`src/rtl/periph_enable_seq.sv`:
```
module periph_enable_seq #(
  parameter int unsigned CLK_HZ      = 125_000_000,
  parameter int unsigned RST_WAIT_US = 100,
  parameter int unsigned CLK_WAIT_US = 10_000,
  parameter bit          HAS_RESET   = 1'b1,
  parameter bit          CLK_ACTIVE_LOW = 1'b1,
  parameter bit          RST_INIT    = 1'b1,
  parameter bit          CLK_INIT_ON = 1'b1
) (
  input  logic clk,
  input  logic rst_n,
  input  logic en_req,
  input  logic dis_req,
  output logic periph_rst_o,
  output logic clk_bit_o,
  output logic busy,
  output logic done,
  output logic running
);
  localparam longint unsigned RST_RAW = (longint'(CLK_HZ) * RST_WAIT_US) / 1_000_000;
  localparam longint unsigned CLK_RAW = (longint'(CLK_HZ) * CLK_WAIT_US) / 1_000_000;
  localparam longint unsigned RST_CYC = (RST_RAW < 1) ? 1 : RST_RAW;
  localparam longint unsigned CLK_CYC = (CLK_RAW < 1) ? 1 : CLK_RAW;
  localparam longint unsigned MAX_CYC = (RST_CYC > CLK_CYC) ? RST_CYC : CLK_CYC;
  localparam int CNT_W = $clog2(MAX_CYC + 1);

  typedef enum logic [1:0] {S_IDLE, S_RST_WAIT, S_CLK_WAIT} state_t;

  state_t           state;
  logic [CNT_W-1:0] cnt;
  logic             rst_q, clk_on, done_q;

  assign periph_rst_o = rst_q;
  assign clk_bit_o    = clk_on ^ CLK_ACTIVE_LOW;
  assign busy         = (state != S_IDLE);
  assign done         = done_q;
  assign running      = clk_on && !rst_q;

  always_ff @(posedge clk) begin
    if (!rst_n) begin
      state  <= S_IDLE;
      cnt    <= '0;
      rst_q  <= RST_INIT & HAS_RESET;
      clk_on <= CLK_INIT_ON;
      done_q <= 1'b0;
    end else begin
      done_q <= 1'b0;
      case (state)
        S_IDLE: begin
          if (en_req) begin
            if (running || !HAS_RESET) begin
              clk_on <= 1'b1;
              done_q <= 1'b1;
            end else begin
              rst_q <= 1'b1;
              cnt   <= CNT_W'(RST_CYC - 1);
              state <= S_RST_WAIT;
            end
          end else if (dis_req) begin
            clk_on <= 1'b0;
            done_q <= 1'b1;
          end
        end
        S_RST_WAIT: begin
          if (cnt == '0) begin
            clk_on <= 1'b1;
            cnt    <= CNT_W'(CLK_CYC - 1);
            state  <= S_CLK_WAIT;
          end else begin
            cnt <= cnt - 1'b1;
          end
        end
        S_CLK_WAIT: begin
          if (cnt == '0) begin
            rst_q  <= 1'b0;
            done_q <= 1'b1;
            state  <= S_IDLE;
          end else begin
            cnt <= cnt - 1'b1;
          end
        end
        default: state <= S_IDLE;
      endcase
    end
  end
endmodule

```
`config.mk`:
```
export PLATFORM = sky130hd
export DESIGN_NAME = periph_enable_seq
export DESIGN_NICKNAME = d
export VERILOG_FILES = /design/src/rtl/periph_enable_seq.sv
export SDC_FILE = /design/constraint.sdc
export NUM_CORES = 1
export LEC_CHECK = 0
export BUFFER_PORTS_ARGS = -buffer_cell sky130_fd_sc_hd__clkbuf_2
export CAP_MARGIN = 20
export CORE_UTILIZATION = 40
export DETAILED_ROUTE_END_ITERATION = 8
export GPL_TIMING_DRIVEN = 0
export PLACE_DENSITY = 0.67
export SYNTH_ARGS = -nofsm -noshare
export SYNTH_HDL_FRONTEND = slang
export SYNTH_SLANG_ARGS = --single-unit
```
`constraint.sdc`:
```
create_clock -name clk -period 2.9 [get_ports clk]
set_input_delay 0.29 -clock clk [delete_from_list [all_inputs] [get_ports clk]]
set_output_delay 0.29 -clock clk [all_outputs]
set_load 0.02 [all_outputs]
```
Yosys cells after proc, flatten, opt, wreduce, memory -nomap -nowiden
Cells that the tools add are included.
{"block": "word_totals", "out_inout_bits": 5, "reg_bits": 26, "wordCells": 52}
{"block": "classes", "mux": 24, "n_addsub": 1, "eq_ne": 9, "reduce_logical": 12, "bitwise_logic": 1}
{"operator": "2-to-1 mux 21 bit", "count": 4}
{"operator": "one-hot mux 21 bit (3 select lines)", "count": 1}
{"operator": "zero test 21 bit", "count": 1}
{"operator": "subtractor 21 x 1 -> 21 bit, second input constant", "count": 1}
{"operator": "AND reduction 4 bit", "count": 4}
{"operator": "2-to-1 mux 1 bit", "count": 11}
{"operator": "inequality test 2 bit, second input constant", "count": 5}
{"operator": "2-to-1 mux 2 bit", "count": 4}
{"operator": "inequality test 3 bit, second input constant", "count": 2}
{"operator": "one-hot mux 1 bit (2 select lines)", "count": 3}
{"operator": "one-hot mux 2 bit (3 select lines)", "count": 1}
{"operator": "nonzero test 2 bit", "count": 3}
{"operator": "nonzero test 3 bit", "count": 1}
{"operator": "equality test 2 x 1 -> 1 bit, second input constant", "count": 1}
{"operator": "equality test 2 bit, second input constant", "count": 1}
{"operator": "zero test 2 bit", "count": 1}
{"operator": "logical AND 1 bit", "count": 1}
{"operator": "zero test 1 bit", "count": 1}
{"operator": "inverter 1 bit", "count": 1}

Longest topological paths before layout
{"block": "logic_depth", "ltp_word": 5, "mapped_depth": 8}

Worst setup path before layout
OpenSTA, ideal clock, no wires.
{"block": "synth_path", "path_type": "flip-flop to flip-flop", "start": "register state[1]", "end": "register cnt[20]", "path_stages_with_launch": 9, "t_required_ns": 2.821, "path_slack_ns": 1.018, "arrival_ns": 1.802, "setup_time_ns": 0.079, "synth_period_minus_slack_ns": 1.882, "cell_sequence": "dfxtp_1 inv_1 ha_1 clkbuf_1 nor2_1 clkbuf_1 nor3_2 nand2_1 o211ai_1"}
{"block": "synth_via", "elab_chain_len": 3}
{"item": "start, declared", "line_no": "29", "source": "state_t state;"}
{"item": "start signal, assigned", "line_no": "41", "source": "state <= S_IDLE;"}
{"item": "start signal, assigned", "line_no": "57", "source": "state <= S_RST_WAIT;"}
{"item": "start signal, assigned", "line_no": "68", "source": "state <= S_CLK_WAIT;"}
{"item": "equality test 2 bit, or another cell as far along", "line_no": "48", "source": "case (state)"}
{"item": "inequality test 2 bit (no source line) / nonzero test 3 bit (equally long branches)"}
{"item": "AND reduction 4 bit (no source line)"}
{"item": "end signal, assigned", "line_no": "56", "source": "cnt <= CNT_W'(RST_CYC - 1);"}
{"item": "end signal, assigned", "line_no": "67", "source": "cnt <= CNT_W'(CLK_CYC - 1);"}
{"item": "end signal, assigned", "line_no": "70", "source": "cnt <= cnt - 1'b1;"}
{"item": "end, declared", "line_no": "30", "source": "logic [CNT_W-1:0] cnt;"}
Parallel ways exist; a longest one is shown, timed or not.
A chain may end at the register's enable or synchronous reset.

Worst setup path after layout
Ends and elaborated chain as after synthesis.

==> flow_summary_export.csv <==
group,metric,value,unit
status,status,"completed",
sta,finalSetupViolCount,0,
drt,viasPerCell,6.02,
placement,place_ws,0.311,ns
sta,finalSetupTns,0,ns
clock_network,cts.repair.resized,0,
floorplan,start_util,42.8,%
placement,io_buffers,7,
yosys,avgSynthCellArea,8.36,sq um
placement,gp_congestion,0.830,
critical_path,r2r_end,"cnt[20]",
sta,slew_headroom,53.6,%
drt,ant_nets,0,
sta,tightest_slew,0.692,ns
sta,clock_skew,0.00278,ns
floorplan,coreArea,0.00412,sq mm
drt,drc,0,
drt,wl,4240,microns
sta,min_period,2.63,ns
drt,avgRoutedWirePerCell,15.6,microns
yosys,netlist_instances,211,
run,cap_violations,0,
critical_path,start_kind,"flip-flop",
yosys,ys_types,56,
critical_path,cp_data_required_time,3.10,ns
yosys,yosys-top-cells-count,"dfxtp_1 (26), a21oi_1 (15), nand2_1 (15)",
floorplan,fp-row-count,23,
yosys,ys_ff_latch,26,
floorplan,fp.dieH,68.4,microns
global_route,grt.overflow.total,0,
global_route,grt_max_degree,15,
cells_and_area,finalInstanceArea,0.00192,sq mm
power_and_ir_drop,p_per_area,531,mW/mm^2
drt,firstDrtPassIters,4,
floorplan,dieArea,0.00468,sq mm
floorplan,io_pins,9,
critical_path,r2r_start,"state[1]",
yosys,synth_area,0.00176,sq mm
yosys,syn-num-nets,221,
critical_path,end_kind,"flip-flop",
hold_path,min_path_type,"in -> reg",
yosys,synth_largest_area_cell,"dfxtp_1",
critical_path,reg2reg_depth,8,
placement,dp_hpwl,3110,microns
drt,num_vias,1637,
sta,period_share,90.5,%
cells_and_area,post-route-util,46.5,%
global_route,grt_pass1_wl,7020,microns
placement,placed_area,0.00186,sq mm
critical_path,critPathCapture,"cnt[20]",
clock_network,cts_root_buf,"clkbuf_8",
clock_network,cts_buffers,3,
yosys,synth_top_cell_area_share,29.5,%
power_and_ir_drop,vdd_drop_max,0.311,mV
clock_network,clk_pin_slew_worst_paths,0.09,ns
global_route,track_usage,20.1,%
yosys,ys_top_cells_by_area,"dfxtp_1 (30%), a21oi_1 (4.3%), ha_1 (4.3%)",
clock_network,htreeDepth,1,
yosys,yosysWarnings,0,
cells_and_area,syn_to_final_growth,8.66,%
yosys,seq_area_frac_synth,29.5,%
sta,max_freq,381,MHz
sta,grt_setup_unrepaired,"no",
sta,fin_ws,0.275,ns
global_route,antenna_found_initial,0,
critical_path,cp.arrival,2.83,ns
clock_network,cts.hold.buffers_added,0,
clock_network,numClockSinks,26,
power_and_ir_drop,p_leak,0.000703,uW
yosys,synth_ff_type,"dfxtp_1",
critical_path,crit_type,"reg -> reg",
yosys,synth_edf_count,0,
cells_and_area,layout-drive-gt1-share,15.8,%
drt,drtIter0Drc,134,
clock_network,cts_max_path_buffers,2,
clock_network,worstSkewPairLatency,0.28,ns
floorplan,die_x,68.4,microns
yosys,synth.most_common_cell,"dfxtp_1",
clock_network,postCtsSetupRepairBufs,0,
sta,final_hold_viol_count,0,
clock_network,tritoncts,"done",
global_route,grt_pass1_vias,1437,
critical_path,critPathMaxFanout,10,
critical_path,startpoint,"state[1]",
cells_and_area,n_antenna_cell,0,
critical_path,reg2reg_slack,0.27,ns
yosys,async_flop_share,0,%
cells_and_area,num-nets-final,233,
sta,final_max_slew_viol_count,0,
==> sequential cells by signal, indices dropped and copies added (netlist names) <==
signal and count:
clk_on 1, cnt 21, done 1, periph_rst_o 1, state 2
==> how the worst min path moves through the flow <==
stage                  from        to  slack [ns]  cells after the start
finish               en_req  state[0]        0.46                      4
global route         en_req  state[1]        0.50                      3
CTS                  en_req  state[0]        0.45                      4
detailed placement  cnt[10]   cnt[10]        0.50                      2
global placement    cnt[11]   cnt[11]        0.49                      2
floorplan           cnt[11]   cnt[11]        0.47                      2
==> layer usage <==
metal  vias to the layer above  share of wire [%]  GRT usage [%]  wire [microns]
met5                         -                  0              0               0
li1                        830                  -              -               -
met3                         7                6.3           4.33             267
met2                        53                 45           32.2            1920
met4                         0                1.0           4.17              43
met1                       747                 47           27.2            2010
==> layout by cell type (no fill, tap or decap), types with 2 or more instances in the layout <==
cell       n
clkbuf_1   6
nand2_1   15
or2_2      2
nor4_1     4
o41ai_1    2
o22ai_1    3
inv_1     14
a221o_1    2
nor4_4     2
nor2_1    11
a32oi_1    3
buf_6      3
clkbuf_8   4
nor3_1     5
nand2b_1   3
o211ai_1   8
and3_1     3
or4_1      3
a21oi_1   15
clkbuf_2   7
nor2b_1    2
a31oi_1    3
ha_1       6
o31ai_1    5
o21ai_0    6
a21oi_2    3
nand4_1    4
nand3_1   12
o21a_1     2
or3_1      3
nor4_2     3
dfxtp_1   26
o221a_1    3
o21ai_1    5
==> per-stage QoR <==
step | hold WS [ns] | power [uW] | cells
detailed placement | 0.502 | 781 | 268
global placement | 0.493 | 779 | 268
CTS | 0.447 | 1030 | 272
finish | 0.457 | 1020 | 272
global route | 0.498 | 1080 | 272
floorplan | 0.468 | 704 | 211
==> where the power goes <==
part           switching (uW)  internal [uW]  total (uW)
registers                37.3            382         420
logic                     219            138         357
clock network             118            122         240
total                     375            642        1020
==> critical path, cell delays in order (launching register included) <==
cell      delay, ns
dfxtp_1        0.34
inv_1          0.08
ha_1           0.14
clkbuf_1       0.33
nor2_1         0.16
clkbuf_1       0.27
nor3_2         0.63
nand2_1        0.34
o211ai_1       0.25
==> cell families after synthesis <==
group,share of synthesized area [%]
and+or+nand+nor,29.5
AOI/OAI and AO/OA,29.6
DFF,29.5
buffers and inverters,6.60
adders and majority gates,4.26
xor gates and xnor gates,0.497
==> cell type report <==
cell class	instances	area, sq um
inverter	14	52.6
tap	50	62.6
fill	427	2200
timing repair buffer	7	35.0
clock buffer	4	55.1
multi-input combinational	161	1130
sequential	26	520
buffer	10	63.8
No activity file was read; power rests on OpenSTA's default activity.
